### config.mk
export PLATFORM = sky130hd
export DESIGN_NAME = irq_vector_mod
export DESIGN_NICKNAME = d
export VERILOG_FILES = /design/src/rtl/irqv_pkg.sv /design/src/rtl/irqv_first.sv /design/src/rtl/irqv_service.sv /design/src/rtl/irqv_encode.sv /design/src/rtl/irq_vector_mod.sv
export SDC_FILE = /design/constraint.sdc
export NUM_CORES = 1
export LEC_CHECK = 0
export ABC_CLOCK_PERIOD_IN_PS = 3600
export BUFFER_PORTS_ARGS = -buffer_cell sky130_fd_sc_hd__buf_2
export CORE_AREA = 2 2 45 47
export DETAILED_ROUTE_END_ITERATION = 10
export DIE_AREA = 0 0 47 49
export HOLD_SLACK_MARGIN = 0.02
export PLACE_DENSITY = 0.67
export SETUP_SLACK_MARGIN = 0.02
export SLEW_MARGIN = 20
export SYNTH_ARGS = -nofsm -noshare
export SYNTH_HDL_FRONTEND = slang
export SYNTH_SLANG_ARGS = --single-unit
### constraint.sdc
create_clock -name clk -period 3.6 [get_ports clk]
set_clock_uncertainty 0.05 [all_clocks]
set_input_delay 0.36 -clock clk [delete_from_list [all_inputs] [get_ports clk]]
set_output_delay 0.36 -clock clk [all_outputs]
set_load 0.03 [all_outputs]
### src/rtl/irqv_pkg.sv
package irqv_pkg;
  localparam int CODE_W = 3;

  typedef enum logic [1:0] {
    KIND_TX   = 2'b00,
    KIND_EXT  = 2'b01,
    KIND_RX   = 2'b10,
    KIND_SPEC = 2'b11
  } src_kind_e;

  localparam logic [CODE_W-1:0] CODE_NONE = 3'b011;
endpackage

### src/rtl/irqv_first.sv
// Fixed-priority pick: the lowest set index is returned one-hot.
module irqv_first #(
  parameter int N = 6
) (
  input  logic [N-1:0] vec_i,
  output logic [N-1:0] first_o
);
  always_comb begin
    first_o = '0;
    for (int i = N - 1; i >= 0; i--) begin
      if (vec_i[i]) begin
        first_o    = '0;
        first_o[i] = 1'b1;
      end
    end
  end
endmodule

### src/rtl/irqv_service.sv
// In-service set: return retires the top entry, acknowledge adds one.
module irqv_service #(
  parameter int N = 6
) (
  input  logic         clk,
  input  logic         rst,
  input  logic [N-1:0] set_oh_i,
  input  logic         clr_i,
  output logic [N-1:0] svc_o
);
  logic [N-1:0] top_oh;
  logic [N-1:0] clr_mask;

  irqv_first #(.N(N)) u_top (
    .vec_i   (svc_o),
    .first_o (top_oh)
  );

  assign clr_mask = clr_i ? top_oh : '0;

  always_ff @(posedge clk) begin
    if (rst) svc_o <= '0;
    else     svc_o <= (svc_o & ~clr_mask) | set_oh_i;
  end

  // at most one source enters service per acknowledge
  p_single_set_r8: assert property (@(posedge clk) disable iff (rst)
    $onehot0(set_oh_i));

  // an acknowledge alone grows the set by one
  p_ack_grows_r8: assert property (@(posedge clk) disable iff (rst)
    (|set_oh_i && !clr_i) |=> $countones(svc_o) == $countones($past(svc_o)) + 1);

  // a return alone shrinks a non-empty set by one
  p_reti_shrinks_r10: assert property (@(posedge clk) disable iff (rst)
    (clr_i && |svc_o && set_oh_i == '0) |=> $countones(svc_o) == $countones($past(svc_o)) - 1);

  // the highest-priority entry is the one retired
  p_reti_top_r10: assert property (@(posedge clk) disable iff (rst)
    (clr_i && set_oh_i == '0) |=> (svc_o & $past(top_oh)) == '0);
endmodule

### src/rtl/irqv_encode.sv
// Builds the source code and merges it into the base vector.
module irqv_encode
  import irqv_pkg::*;
#(
  parameter int NUM_CH     = 2,
  parameter int SRC_PER_CH = 3,
  parameter int VEC_W      = 8,
  parameter int LO_LSB     = 1,
  parameter int HI_LSB     = 4
) (
  input  logic [NUM_CH*SRC_PER_CH-1:0] win_oh_i,
  input  logic [NUM_CH-1:0]            spec_i,
  input  logic [VEC_W-1:0]             base_i,
  input  logic                         vis_i,
  input  logic                         hi_i,
  output logic [VEC_W-1:0]             vec_o
);
  localparam int N = NUM_CH * SRC_PER_CH;

  logic [CODE_W-1:0] code;
  src_kind_e         kind;
  logic              sp;
  int                ch;
  int                k;

  always_comb begin
    ch = 0;
    k  = 0;
    for (int i = 0; i < N; i++) begin
      if (win_oh_i[i]) begin
        ch = i / SRC_PER_CH;
        k  = i % SRC_PER_CH;
      end
    end
    sp = 1'b0;
    for (int c = 0; c < NUM_CH; c++) begin
      if (c == ch) sp = spec_i[c];
    end
    case (k)
      0:       kind = sp ? KIND_SPEC : KIND_RX;
      1:       kind = KIND_TX;
      default: kind = KIND_EXT;
    endcase
    if (|win_oh_i) code = {(ch == 0), kind};
    else           code = CODE_NONE;
  end

  always_comb begin
    vec_o = base_i;
    if (vis_i) begin
      if (hi_i) vec_o[HI_LSB +: CODE_W] = code;
      else      vec_o[LO_LSB +: CODE_W] = code;
    end
  end
endmodule

### src/rtl/irq_vector_mod.sv
module irq_vector_mod #(
  parameter int NUM_CH     = 2,
  parameter int SRC_PER_CH = 3,
  parameter int VEC_W      = 8
) (
  input  logic                         clk,
  input  logic                         rst,
  input  logic [NUM_CH*SRC_PER_CH-1:0] src_req_i,
  input  logic [NUM_CH-1:0]            spec_rx_i,
  input  logic [VEC_W-1:0]             base_vec_i,
  input  logic                         mie_i,
  input  logic                         vis_i,
  input  logic                         hi_sel_i,
  input  logic                         ack_i,
  input  logic                         reti_i,
  output logic                         irq_o,
  output logic [VEC_W-1:0]             vec_o
);
  localparam int N      = NUM_CH * SRC_PER_CH;
  localparam int LO_LSB = 1;
  localparam int HI_LSB = 4;

  logic [N-1:0]     req_en;
  logic [N-1:0]     win_oh;
  logic [N-1:0]     upto;
  logic [N-1:0]     svc;
  logic [N-1:0]     set_oh;
  logic             blocked;
  logic             grant;
  logic [VEC_W-1:0] vec_next;

  assign req_en = src_req_i & {N{mie_i}};

  irqv_first #(.N(N)) u_win (
    .vec_i   (req_en),
    .first_o (win_oh)
  );

  // sources at or above the winner's priority
  assign upto    = win_oh | (win_oh - {{(N-1){1'b0}}, 1'b1});
  assign blocked = |(svc & upto);
  assign grant   = (|win_oh) && !blocked;
  assign set_oh  = (ack_i && grant) ? win_oh : '0;

  irqv_service #(.N(N)) u_svc (
    .clk      (clk),
    .rst      (rst),
    .set_oh_i (set_oh),
    .clr_i    (reti_i),
    .svc_o    (svc)
  );

  irqv_encode #(
    .NUM_CH     (NUM_CH),
    .SRC_PER_CH (SRC_PER_CH),
    .VEC_W      (VEC_W),
    .LO_LSB     (LO_LSB),
    .HI_LSB     (HI_LSB)
  ) u_enc (
    .win_oh_i (win_oh),
    .spec_i   (spec_rx_i),
    .base_i   (base_vec_i),
    .vis_i    (vis_i),
    .hi_i     (hi_sel_i),
    .vec_o    (vec_next)
  );

  always_ff @(posedge clk) begin
    if (rst) begin
      irq_o <= 1'b0;
      vec_o <= '0;
    end else begin
      irq_o <= grant;
      vec_o <= vec_next;
    end
  end

  // master enable low keeps the line low
  p_mie_gate_r2: assert property (@(posedge clk) disable iff (rst)
    !mie_i |=> !irq_o);

  // without status insert the base vector passes unchanged
  p_plain_vec_r6: assert property (@(posedge clk) disable iff (rst)
    !vis_i |=> vec_o == $past(base_vec_i));

  // high insert leaves the low field bits alone
  p_hi_keeps_low_r7: assert property (@(posedge clk) disable iff (rst)
    (vis_i && hi_sel_i) |=> vec_o[HI_LSB-1:0] == $past(base_vec_i[HI_LSB-1:0]));

  // top source in service blocks every request
  p_top_blocks_r9: assert property (@(posedge clk) disable iff (rst)
    svc[0] |=> !irq_o);

  // top source pending and free always raises the line
  p_top_raises_r9: assert property (@(posedge clk) disable iff (rst)
    (mie_i && src_req_i[0] && !svc[0]) |=> irq_o);
endmodule

Word level (Yosys, flattened, before mapping)
Index checks and enable logic that the tools add are counted.
Word-level totals
  word-level logic and storage cells: 49
  memory bits (read-only): 0
  memories kept: 0
  latch bits: 0
  flip-flop bits (word level): 15
  input port bits: 23
  output and inout bits: 9
  memory bits (writable): 0
Operators by class
  add/sub/neg operators: 1
  multiply operators: 0
  mux-type cells: 30
  equality and inequality tests: 2
  divide/modulo/power cells: 0
  reductions and logical operators: 7
  bitwise logic cells: 6
  magnitude comparators: 0
  shift-type cells: 0
Operators by type and width (number)
  $mux W6: 15
  $logic_not A32 Y1: 2
  $and A6 B6 Y6: 3
  $or A6 B6 Y6: 2
  $reduce_or A6 Y1: 2
  $mux W3: 3
  $mux W2: 4
  $mux W1: 7
  $not A6 Y6: 1
  $sub A6 B1 Y6 const B: 1
  $pmux W2 S2: 1
  $eq A2 B1 Y1 const B: 1
  $logic_and A1 B1 Y1: 2
  $eq A1 B1 Y1 const A: 1
  $logic_not A1 Y1: 1

Longest topological paths before layout
Gate-level depths: netlist (run 1).
  depth after elaboration: 18
  depth in mapped cells: 5
  mapped depth without buffers: 4

Hierarchy
From an unflattened synthesis (run 1), not the netlist that was laid out.
Second synthesis, totals
  cell total of the unflattened synthesis: 113
  area, all modules: 922.1 µm²
Modules (own cells, without submodules)
  irq_vector_mod: cells an instance 49, seq. area each 180.2 µm², instances 1, area an instance 426.7 µm²
  irqv_service: cells an instance 24, seq. area each 120.1 µm², instances 1, area an instance 217.7 µm²
  irqv_encode: cells an instance 26, seq. area each 0.0 µm², instances 1, area an instance 155.1 µm²
  irqv_first: cells an instance 7, seq. area each 0.0 µm², instances 2, area an instance 61.3 µm²

Worst setup path after synthesis (run 1)
OpenSTA, ideal clock, no wires.
  path kind: input to register
  start: input src_req_i[1]
  end: register u_svc.svc_o[5]
  slack: 2.081 ns
  arrival: 1.374 ns
  required time: 3.454 ns
  path buffers: 1
  cell stages on the path: 5
  library setup time: 0.096 ns
  path through: nand2b_1 > a21oi_1 > or4b_1 > buf_2 > o41ai_2
On the way
  cells in the longest elaborated chain, start to end: 12
  elaborated cells on any way between the ends: 13
  those cells by class: 1 x add/sub; 3 x mux; 4 x bitwise; 5 x reduce/logical
RTL lines
  start: declaration: line irq_vector_mod.sv:8  | input logic [NUM_CH*SRC_PER_CH-1:0] src_req_i,
  $and A6 B6 Y6 *: line irq_vector_mod.sv:32  | assign req_en = src_req_i & {N{mie_i}};
  $mux W6 * (2 in a row): line irqv_first.sv:11  | if (vec_i[i]) begin
  $sub A6 B1 Y6: line irq_vector_mod.sv:40  | assign upto = win_oh | (win_oh - {{(N-1){1'b0}}, 1'b1});
  $or A6 B6 Y6: line irq_vector_mod.sv:40
  $and A6 B6 Y6: line irq_vector_mod.sv:41  | assign blocked = |(svc & upto);
  $reduce_or A6 Y1: line irq_vector_mod.sv:41
  $logic_not A1 Y1: line irq_vector_mod.sv:42  | assign grant = (|win_oh) && !blocked;
  $logic_and A1 B1 Y1: line irq_vector_mod.sv:42
  $logic_and A1 B1 Y1: line irq_vector_mod.sv:43  | assign set_oh = (ack_i && grant) ? win_oh : '0;
  $mux W6 *: line irq_vector_mod.sv:43
  $or A6 B6 Y6 *: line irqv_service.sv:23  | else svc_o <= (svc_o & ~clr_mask) | set_oh_i;
  end signal: assignment: line irqv_service.sv:23
  end: declaration: line irqv_service.sv:9  | output logic [N-1:0] svc_o
Every way passes the cells marked *; elsewhere a longest branch is shown, timed or not.
A chain may end at the register's enable or synchronous reset.

Worst setup path after layout (run 1)
  start: register u_svc.svc_o[2]
  end: register u_svc.svc_o[5]
On the way
  cells in the longest elaborated chain, start to end: 7
  elaborated cells on any way between the ends: 13
  those cells by class: 5 x mux; 4 x bitwise; 4 x reduce/logical
RTL lines (line)
  $mux W6 / $and A6 B6 Y6 (equally long branches): irqv_first.sv:11, irq_vector_mod.sv:41
  $mux W6 / $reduce_or A6 Y1 (equally long branches): irqv_first.sv:11, irq_vector_mod.sv:41
  $mux W6 / $logic_not A1 Y1 (equally long branches): irqv_first.sv:11, irq_vector_mod.sv:42
  $mux W6 / $logic_and A1 B1 Y1 (equally long branches): irqv_service.sv:19, irq_vector_mod.sv:42
  $not A6 Y6 / $logic_and A1 B1 Y1 (equally long branches): irqv_service.sv:23, irq_vector_mod.sv:43
  $and A6 B6 Y6 / $mux W6 (equally long branches): irqv_service.sv:23, irq_vector_mod.sv:43
  $or A6 B6 Y6 *: irqv_service.sv:23
Marked as above.

==> results of run 1 <==
layout by cell type (no fill, tap or decap), types with 2 or more instances in the layout:
cell and n:
a21oi_1 8, a311oi_1 2, buf_2 31, clkbuf_4 3, dfxtp_1 15, inv_1 6, nand2_1 10, nand2b_1 2
nand3_1 3, nand4_1 2, nor2_1 6, nor2b_1 4, o21ai_0 7, o32ai_1 2
sequential cells by signal, indices dropped and copies added (netlist names):
register	count
irq_o	1
u_svc.svc_o	6
vec_o	8
routing by layer:
layer / track usage / part of all wire / vias to the layer above
met5: 0 / 0 / -
met4: 0.0741 / 0.020 / 0
met3: 0.0333 / 0.079 / 4
met2: 0.221 / 0.45 / 36
met1: 0.183 / 0.45 / 324
li1: - / - / 370
per-stage QoR:
| stage | hold WS (ns) | worst slack [ns] | total power, W | instance area [sq um] |
|---|---|---|---|---|
| after global routing | 0.253 | 1.98 | 0.000351 | 892 |
| after detailed placement | 0.450 | 1.82 | 0.000243 | 865 |
| after floorplan | 0.408 | 2.08 | 0.000215 | 684 |
| final | 0.247 | 2.05 | 0.000333 | 892 |
| after CTS | 0.240 | 2.06 | 0.000338 | 892 |
| after global placement | 0.448 | 1.85 | 0.000242 | 865 |
power breakdown:
group	switching (W)	internal (W)
Sequential	0.00000216	0.000174
Combinational	0.0000396	0.0000234
Clock	0.0000532	0.0000411
Total	0.0000950	0.000238
cell usage after synthesis:
library cell	n	area, sq um
a21oi_1	8	40.0
nor2b_1	4	25.0
nand2_1	10	37.5
o311ai_0	1	8.76
and4_1	1	8.76
dfxtp_1	15	300
nor3b_1	1	7.51
nor4_1	1	6.26
nand2b_1	2	12.5
nor2_1	6	22.5
or4b_1	1	10.0
clkbuf_1	1	3.75
o32ai_1	2	17.5
nand3_1	3	15.0
o31ai_1	1	7.51
inv_1	6	22.5
and3_1	1	6.26
o41ai_2	1	16.3
buf_2	1	5.00
a211oi_1	1	7.51
or3_2	1	7.51
o211ai_1	1	7.51
a311oi_1	2	17.5
and4b_1	1	10.0
nand4_1	2	12.5
nor3_1	1	5.00
o21ai_0	7	35.0
nor4b_1	1	8.76
kinds of logic after synthesis:
kind of cell / count (synthesis)
buf+inv: 8
flops: 15
compound gates: 24
simple gates: 36
final cells by class:
cell class,instances,area (sq um),area share
Clock buffer,3,22.5,0.0252
Clock inverter,1,5.00,0.00561
Multi-Input combinational cell,60,353,0.396
Tap cell,27,33.8,0.0379
Sequential cell,15,300,0.337
Timing Repair Buffer,31,155,0.174
Inverter,6,22.5,0.0252
worst max-delay path, stage by stage, from the launching register on:
cell	delay (ns)
dfxtp_1	0.32
nand2b_1	0.07
a21oi_1	0.08
or4b_1	0.64
o41ai_2	0.31
final timing paths:
path                                                 from                         to  cells past startpoint
worst max-delay path            u_svc.svc_o[2]$_SDFF_PP0_  u_svc.svc_o[5]$_SDFF_PP0_                      4
worst min-delay path                        base_vec_i[7]        vec_o[7]$_SDFF_PP0_                      2
worst min register to register  u_svc.svc_o[2]$_SDFF_PP0_  u_svc.svc_o[2]$_SDFF_PP0_                      2
worst max register to register  u_svc.svc_o[2]$_SDFF_PP0_  u_svc.svc_o[5]$_SDFF_PP0_                      4
==> impl_metrics.yaml, run 1 <==
global_routing:
  grt.overflow.total: 0
  grtUsageTotal: 0.145
  grt_max_degree: 12
  grt_pass1_vias: 658
  grt_pass1_wl_um: 2480
  grt_antenna_before_repair: 0
setup_path:
  critPathRequiredTime_ns: 3.74
  cp.arrival_ns: 1.69
  cp_max_fo: 6
  r2r_slack_ns: 2.05
  crit_path_start_kind: "flip-flop"
  end_kind: "flip-flop"
  critical_path_class: "flip-flop to flip-flop"
sta:
  slew_viol_final: 0
  hold_violations: 0
  relSlewSlack: 0.689
  timing.fmax_mhz: 646
  tns_ns: 0
  period_needed_ns: 1.55
  rsz0062_at_grt: "false"
  worstMarginPinSlew_ns: 0.461
  post-route-period-util: 0.430
  finalSetupViolCount: 0
route:
  first_pass_iters: 4
  vias: 734
  via_per_inst: 5.13
  final_antenna_net_count: 0
  drt_iter0_drc: 10
  wl_per_cell_um: 11.3
  wl_um: 1610
  remaining_drc_errors: 0
synth:
  postSynthAreaPerCell_sq_um: 8.25
  netlist_area_sq_um: 684
  synth_nets: 106
  synth_top_family_by_area: "simple AND/OR/NAND/NOR gates"
  synth-adder-area-share: 0
  yosysSeqAreaShare: 0.439
  synthMuxAreaShare: 0
  synth_xor_xnor_area_share: 0
  synth_compound_area_frac: 0.230
  synth_cell_types: 28
  synth-simple-area-share: 0.285
  synth_seq_cells: 15
  yosysWarningCount: 0
  netlist_instances: 83
clock_network:
  cts_resized: 0
  htree_levels: 1
  path_clk_slew_ns: 0.09
  clock_sinks: 15
  post_cts_buffers: 0
  cts_buffer_depth: 2
  cts_tree: "built"
  postCtsHoldBufs: 0
  clockRootBuffer: "clkbuf_4"
  numCtsBuffers: 3
  clock_latency_ns: 0.28
floorplan:
  row_count: 16
  die-area_sq_um: 2300
  die_h_um: 49
  ioPinCount: 32
  die_x_um: 47
  start_util: 0.372
  core_sq_um: 1840
placement:
  gp_congestion: 0.871
  dp_hpwl_um: 1280
  numPortBuffers: 31
  placedCellCount: 139
finish:
  stdcell_count: 143
  antenna_cells: 0
  nets: 140
  layout-drive-gt1-share: 0.319
  area_growth_pct: 30.3
  utilization: 0.484
  fill_cells: 198
power:
  leakage_nw: 0.401
  vdd_drop_max_mv: 0.140
  powerDensity_nw_per_um2: 373
worst_hold_path:
  hp-class: "primary input to flip-flop"
outcome:
  outcome: "completed"
job:
  maxCapViolCount: 0
Power figures use the tool's default switching activity.
==> inputs of run 2 (changes only) <==
--- a/config.mk
+++ b/config.mk
@@ -5,13 +5,13 @@
 export SDC_FILE = /design/constraint.sdc
 export NUM_CORES = 1
 export LEC_CHECK = 0
-export ABC_CLOCK_PERIOD_IN_PS = 3600
+export ABC_CLOCK_PERIOD_IN_PS = 1400
 export BUFFER_PORTS_ARGS = -buffer_cell sky130_fd_sc_hd__buf_2
-export CORE_AREA = 2 2 45 47
+export CORE_AREA = 2 2 52 42
 export DETAILED_ROUTE_END_ITERATION = 10
-export DIE_AREA = 0 0 47 49
+export DIE_AREA = 0 0 54 44
 export HOLD_SLACK_MARGIN = 0.02
-export PLACE_DENSITY = 0.67
+export PLACE_DENSITY = 0.68
 export SETUP_SLACK_MARGIN = 0.02
 export SLEW_MARGIN = 20
 export SYNTH_ARGS = -nofsm -noshare
==> constraint.sdc (replaced) <==
create_clock -name clk -period 1.4 [get_ports clk]
set_clock_uncertainty 0.05 [all_clocks]
set_input_delay 0.14 -clock clk [delete_from_list [all_inputs] [get_ports clk]]
set_output_delay 0.14 -clock clk [all_outputs]
set_load 0.03 [all_outputs]
==> run 2 against run 1 <==
  * Combinational power rose to 2.9 times the previous value
  * Global-route usage rose by 2.3 points
  * Sequential power rose to 2.6 times the previous value
  * Fmax rose by 14%
  * Final area rose by 8.3%
  * Routed wire length rose by 9.9%
  * Die area rose by 3.2%
  * Largest cell class unchanged
==> impl_metrics.yaml, run 2 (same netlist as run 1, synthesis figures left out) <==
placement:
  dp_hpwl_um: 1350
  gp_congestion: 0.797
  numPortBuffers: 31
  dpl_cell_area_sq_um: 902
power:
  vdd_drop_max_mv: 0.601
  leakage_nw: 0.440
  powerDensity_nw_per_um2: 921
setup_path:
  cp_slowest_cell: "or4b_4"
  critical_path.cell_chain: "inv_2 > a21oi_2 > or4b_4 > o41ai_2"
  end_kind: "flip-flop"
  rr_worst_depth: 4
  reg2reg_from: "u_svc.svc_o[1]$_SDFF_PP0_"
  critPathRequiredTime_ns: 1.55
  r2r_slack_ns: 0.04
  slowest_delay_ns: 0.54
  critical_path_class: "flip-flop to flip-flop"
  cp_max_fo: 6
  cp.arrival_ns: 1.50
  crit_path_start_kind: "flip-flop"
  r2r_end: "u_svc.svc_o[5]$_SDFF_PP0_"
worst_hold_path:
  hp-class: "primary input to flip-flop"
  holdPathStages: 3
  hold_end: "vec_o[6]$_SDFF_PP0_"
  hp-start: "base_vec_i[6]"
clock_network:
  path_clk_slew_ns: 0.10
  htree_levels: 1
  numCtsBuffers: 3
  clock_sinks: 15
  cts_buffer_depth: 2
  clockRootBuffer: "clkbuf_4"
  cts_tree: "built"
  clock_latency_ns: 0.28
global_routing:
  top_usage_layer: "met1"
  grt_pass1_wl_um: 2900
  use_met2: 0.220
  grt_antenna_before_repair: 0
  grt_max_degree: 11
  grt_pass1_vias: 618
  grt.overflow.total: 0
  grtUsageTotal: 0.168
  gr-usage-met3: 0.0621
  grtUsageMet1: 0.262
route:
  wl_per_cell_um: 12.1
  vias: 744
  via_per_inst: 5.06
  remaining_drc_errors: 0
  drt_iter0_drc: 30
  wl_um: 1770
  final_antenna_net_count: 0
  first_pass_iters: 4
finish:
  regMostFlops: "vec_o"
  layout_common_cells: "buf_2, dfxtp_1, nand2_1"
  largest_reg_flops: 8
  top_regs: "vec_o (8), u_svc.svc_o (6), irq_o (1)"
  multiInputGateArea_sq_um: 373
  final_common_cell: "buf_2"
  fill_cells: 191
  nets: 147
  area_growth_pct: 41.1
  finalInstanceArea_sq_um: 966
  seqCellArea_sq_um: 300
  layout-drive-gt1-share: 0.382
  antenna_cells: 0
sta:
  finalSetupViolCount: 0
  worstMarginPinSlew_ns: 0.381
  timing.fmax_mhz: 738
  rsz0062_at_grt: "true"
  tns_ns: 0
  relSlewSlack: 0.745
  period_needed_ns: 1.36
  post-route-period-util: 0.968
  hold_violations: 0
  slew_viol_final: 0
floorplan:
  start_util: 0.362
  die_x_um: 54
  core_sq_um: 1890
  die_h_um: 44
  ioPinCount: 32
  row_count: 14
  die-area_sq_um: 2380
outcome:
  outcome: "completed"
job:
  maxCapViolCount: 0
run 2: cell types whose count changed in the layout (fill, tap and decap cells not counted), sizes merged:
cell and delta:
buf +5, dlygate4sd3 +2
run 2: worst max-delay path, delay by kind of cell, from the launching register on:
kind,cells,cell delay [ns]
AOI/OAI and AO/OA,2,0.28
buffers and inverters,1,0.07
and+or+nand+nor,1,0.54
DFF,1,0.33
run 2: worst max-delay path by stage:
| stage | startpoint | endpoint | slack (ns) | cells past startpoint |
|---|---|---|---|---|
| after detailed placement | src_req_i[1] | u_svc.svc_o[5]$_SDFF_PP0_ | -0.04 | 4 |
| after global routing | u_svc.svc_o[0]$_SDFF_PP0_ | u_svc.svc_o[5]$_SDFF_PP0_ | -0.01 | 4 |
| after global placement | src_req_i[0] | u_svc.svc_o[4]$_SDFF_PP0_ | -0.05 | 4 |
| final | u_svc.svc_o[1]$_SDFF_PP0_ | u_svc.svc_o[5]$_SDFF_PP0_ | 0.04 | 4 |
| after CTS | u_svc.svc_o[1]$_SDFF_PP0_ | u_svc.svc_o[4]$_SDFF_PP0_ | 0.03 | 4 |
| after floorplan | u_svc.svc_o[1]$_SDFF_PP0_ | u_svc.svc_o[5]$_SDFF_PP0_ | 0.06 | 5 |
run 2: per-stage QoR:
stage / hold slack, ns / power, W / utilization / setup slack, ns / instances
6_report: 0.0450 / 0.000890 / 0.511 / 0.0442 / 147
5_1_grt: 0.0565 / 0.000943 / 0.511 / -0.0129 / 147
4_1_cts: 0.0261 / 0.000897 / 0.499 / 0.0349 / 146
3_5_place_dp: 0.316 / 0.000636 / 0.477 / -0.0379 / 141
3_3_place_gp: 0.304 / 0.000634 / 0.477 / -0.0503 / 141
2_1_floorplan: 0.200 / 0.000555 / - / 0.0623 / 83
run 2: repair_timing:
action / 4_1_cts / 5_1_grt
setup buffers: 0 / 0
hold endpoints to repair: 1 / 1
endpoints found under the setup margin: 4 / 4
gates resized for setup: 2 / 4
hold buffers: 1 / 1
run 2: report_power, final:
group | switching (W) | leakage, nW | internal, W
clock network | 0.000149 | 0.0177 | 0.000106
registers | 0.00000558 | 0.124 | 0.000446
logic | 0.000109 | 0.299 | 0.0000744
total | 0.000263 | 0.440 | 0.000627
run 2: layer usage:
layer | share of wire | vias up
met5 | 0 | -
met4 | 0 | 0
met3 | 0.091 | 0
met2 | 0.44 | 40
met1 | 0.47 | 320
li1 | - | 384
run 2: layout make-up:
| class | count | share of cell area |
|---|---|---|
| Multi-Input combinational cell | 60 | 0.386 |
| Timing Repair Buffer | 38 | 0.220 |
| Clock buffer | 3 | 0.0233 |
| Inverter | 6 | 0.0233 |
| Clock inverter | 1 | 0.00518 |
| Sequential cell | 15 | 0.311 |
| Tap cell | 24 | 0.0311 |
==> inputs of run 3 (changes only) <==
--- a/config.mk
+++ b/config.mk
@@ -7,11 +7,13 @@
 export LEC_CHECK = 0
 export ABC_CLOCK_PERIOD_IN_PS = 1400
 export BUFFER_PORTS_ARGS = -buffer_cell sky130_fd_sc_hd__buf_2
-export CORE_AREA = 2 2 52 42
+export CELL_PAD_IN_SITES_DETAIL_PLACEMENT = 0
+export CELL_PAD_IN_SITES_GLOBAL_PLACEMENT = 1
+export CORE_AREA = 2 2 61 48
 export DETAILED_ROUTE_END_ITERATION = 10
-export DIE_AREA = 0 0 54 44
+export DIE_AREA = 0 0 63 50
 export HOLD_SLACK_MARGIN = 0.02
-export PLACE_DENSITY = 0.68
+export PLACE_DENSITY_LB_ADDON = 0.1
 export SETUP_SLACK_MARGIN = 0.02
 export SLEW_MARGIN = 20
 export SYNTH_ARGS = -nofsm -noshare
==> run 3 against run 2 <==
  * Final area is 0.65% higher
  * Register-to-register slack worse by 0.02 ns
  * First-iteration DRC count is 60% lower
  * Largest power group unchanged
==> impl_metrics.yaml, run 3 (same netlist as run 1, synthesis figures left out) <==
global_routing:
  grt_max_degree: 11
  grt_pass1_wl_um: 3260
  grtUsageTotal: 0.137
  grt_pass1_vias: 709
  grt.overflow.total: 0
  grt_antenna_before_repair: 0
floorplan:
  die_h_um: 50
  die_x_um: 63
  core_sq_um: 2540
  start_util: 0.269
  die-area_sq_um: 3150
  ioPinCount: 32
  row_count: 16
setup_path:
  endpoint: "u_svc.svc_o[5]$_SDFF_PP0_"
  rr_worst_depth: 4
  cp.arrival_ns: 1.52
  end_kind: "flip-flop"
  critPathRequiredTime_ns: 1.55
  reg2reg_from: "u_svc.svc_o[1]$_SDFF_PP0_"
  crit_path_start_kind: "flip-flop"
  r2r_slack_ns: 0.02
  r2r_end: "u_svc.svc_o[5]$_SDFF_PP0_"
  crit_start: "u_svc.svc_o[1]$_SDFF_PP0_"
  cp_max_fo: 6
  critical_path_class: "flip-flop to flip-flop"
sta:
  post-route-period-util: 0.982
  relSlewSlack: 0.775
  worstMarginPinSlew_ns: 0.337
  finalSetupViolCount: 0
  hold_violations: 0
  setup_slack_ns: 0.0248
  holdWs_ns: 0.0442
  period_needed_ns: 1.38
  rsz0062_at_grt: "true"
  timing.fmax_mhz: 727
  tns_ns: 0
  slew_viol_final: 0
placement:
  dp_slack_ns: -0.0777
  dp_hpwl_um: 1490
  gp_congestion: 0.750
  numPortBuffers: 31
clock_network:
  post_cts_buffers: 0
  numCtsBuffers: 3
  htree_levels: 1
  cts_tree: "built"
  clock_sinks: 15
  clock_latency_ns: 0.29
  cts_buffer_depth: 2
  path_clk_slew_ns: 0.10
  clockRootBuffer: "clkbuf_4"
worst_hold_path:
  hp-class: "primary input to flip-flop"
  holdPathStages: 3
route:
  drt_iter0_drc: 12
  final_antenna_net_count: 0
  wl_um: 1970
  vias: 735
  wl_per_cell_um: 12.4
  remaining_drc_errors: 0
  first_pass_iters: 6
  via_per_inst: 4.65
finish:
  nets: 146
  regMostFlops: "vec_o"
  layout_common_cells: "buf_2, dfxtp_1, nand2_1"
  antenna_cells: 0
  area_growth_pct: 42.0
  layout-drive-gt1-share: 0.385
  multiInputGateArea_sq_um: 370
  largest_reg_flops: 8
  fill_cells: 291
  utilization: 0.382
  top_regs: "vec_o (8), u_svc.svc_o (6), irq_o (1)"
  seqCellArea_sq_um: 302
  final_common_cell: "buf_2"
power:
  powerDensity_nw_per_um2: 919
  vdd_drop_max_mv: 0.391
  leakage_nw: 0.438
job:
  maxCapViolCount: 0
outcome:
  outcome: "completed"
run 3: stage by stage:
step | cell area, sq um | power (W) | instances
floorplan | 694 | 0.000555 | 83
global placement | 910 | 0.000640 | 152
detailed placement | 910 | 0.000638 | 152
CTS | 961 | 0.000911 | 158
global route | 972 | 0.000952 | 158
finish | 972 | 0.000893 | 158
run 3: area by class of cell:
type / instances / share of cell area
tap: 36 / 0.0463
sequential: 15 / 0.310
inverter: 6 / 0.0232
multi-input combinational: 60 / 0.381
clock buffer: 3 / 0.0232
clock inverter: 1 / 0.00515
timing repair buffer: 37 / 0.211
run 3: critical path: stages, from the launching register on:
cell and delay, ns:
dfxtp_1 0.34, inv_2 0.07, a21oi_2 0.06, or4b_4 0.54, o41ai_2 0.22
run 3: timing repair:
item / in CTS / in global routing
hold buffers: 2 / 0
setup endpoints to repair: 6 / 4
hold endpoints to repair: 2 / 0
gates resized for setup: 2 / 5
run 3: power breakdown:
group	leakage, nW	switching, W	internal [W]
combinational	0.296	0.000110	0.0000740
sequential	0.124	0.00000669	0.000446
clock	0.0177	0.000151	0.000106
total	0.438	0.000267	0.000627
run 3: worst min-delay path by stage:
stage,end,startpoint,slack (ns)
finish,vec_o[6]$_SDFF_PP0_,base_vec_i[6],0.04
global route,vec_o[3]$_SDFF_PP0_,base_vec_i[3],0.05
CTS,vec_o[3]$_SDFF_PP0_,base_vec_i[3],0.04
detailed placement,vec_o[7]$_SDFF_PP0_,base_vec_i[7],0.30
global placement,vec_o[0]$_SDFF_PP0_,base_vec_i[0],0.30
floorplan,vec_o[4]$_SDFF_PP0_,hi_sel_i,0.20
run 3: metal layers:
| layer | share of wire | GRT usage |
|---|---|---|
| met1 | 0.54 | 0.190 |
| met2 | 0.40 | 0.199 |
| met3 | 0.049 | 0.0502 |
| met4 | 0.0066 | 0.0333 |
| met5 | 0 | 0 |
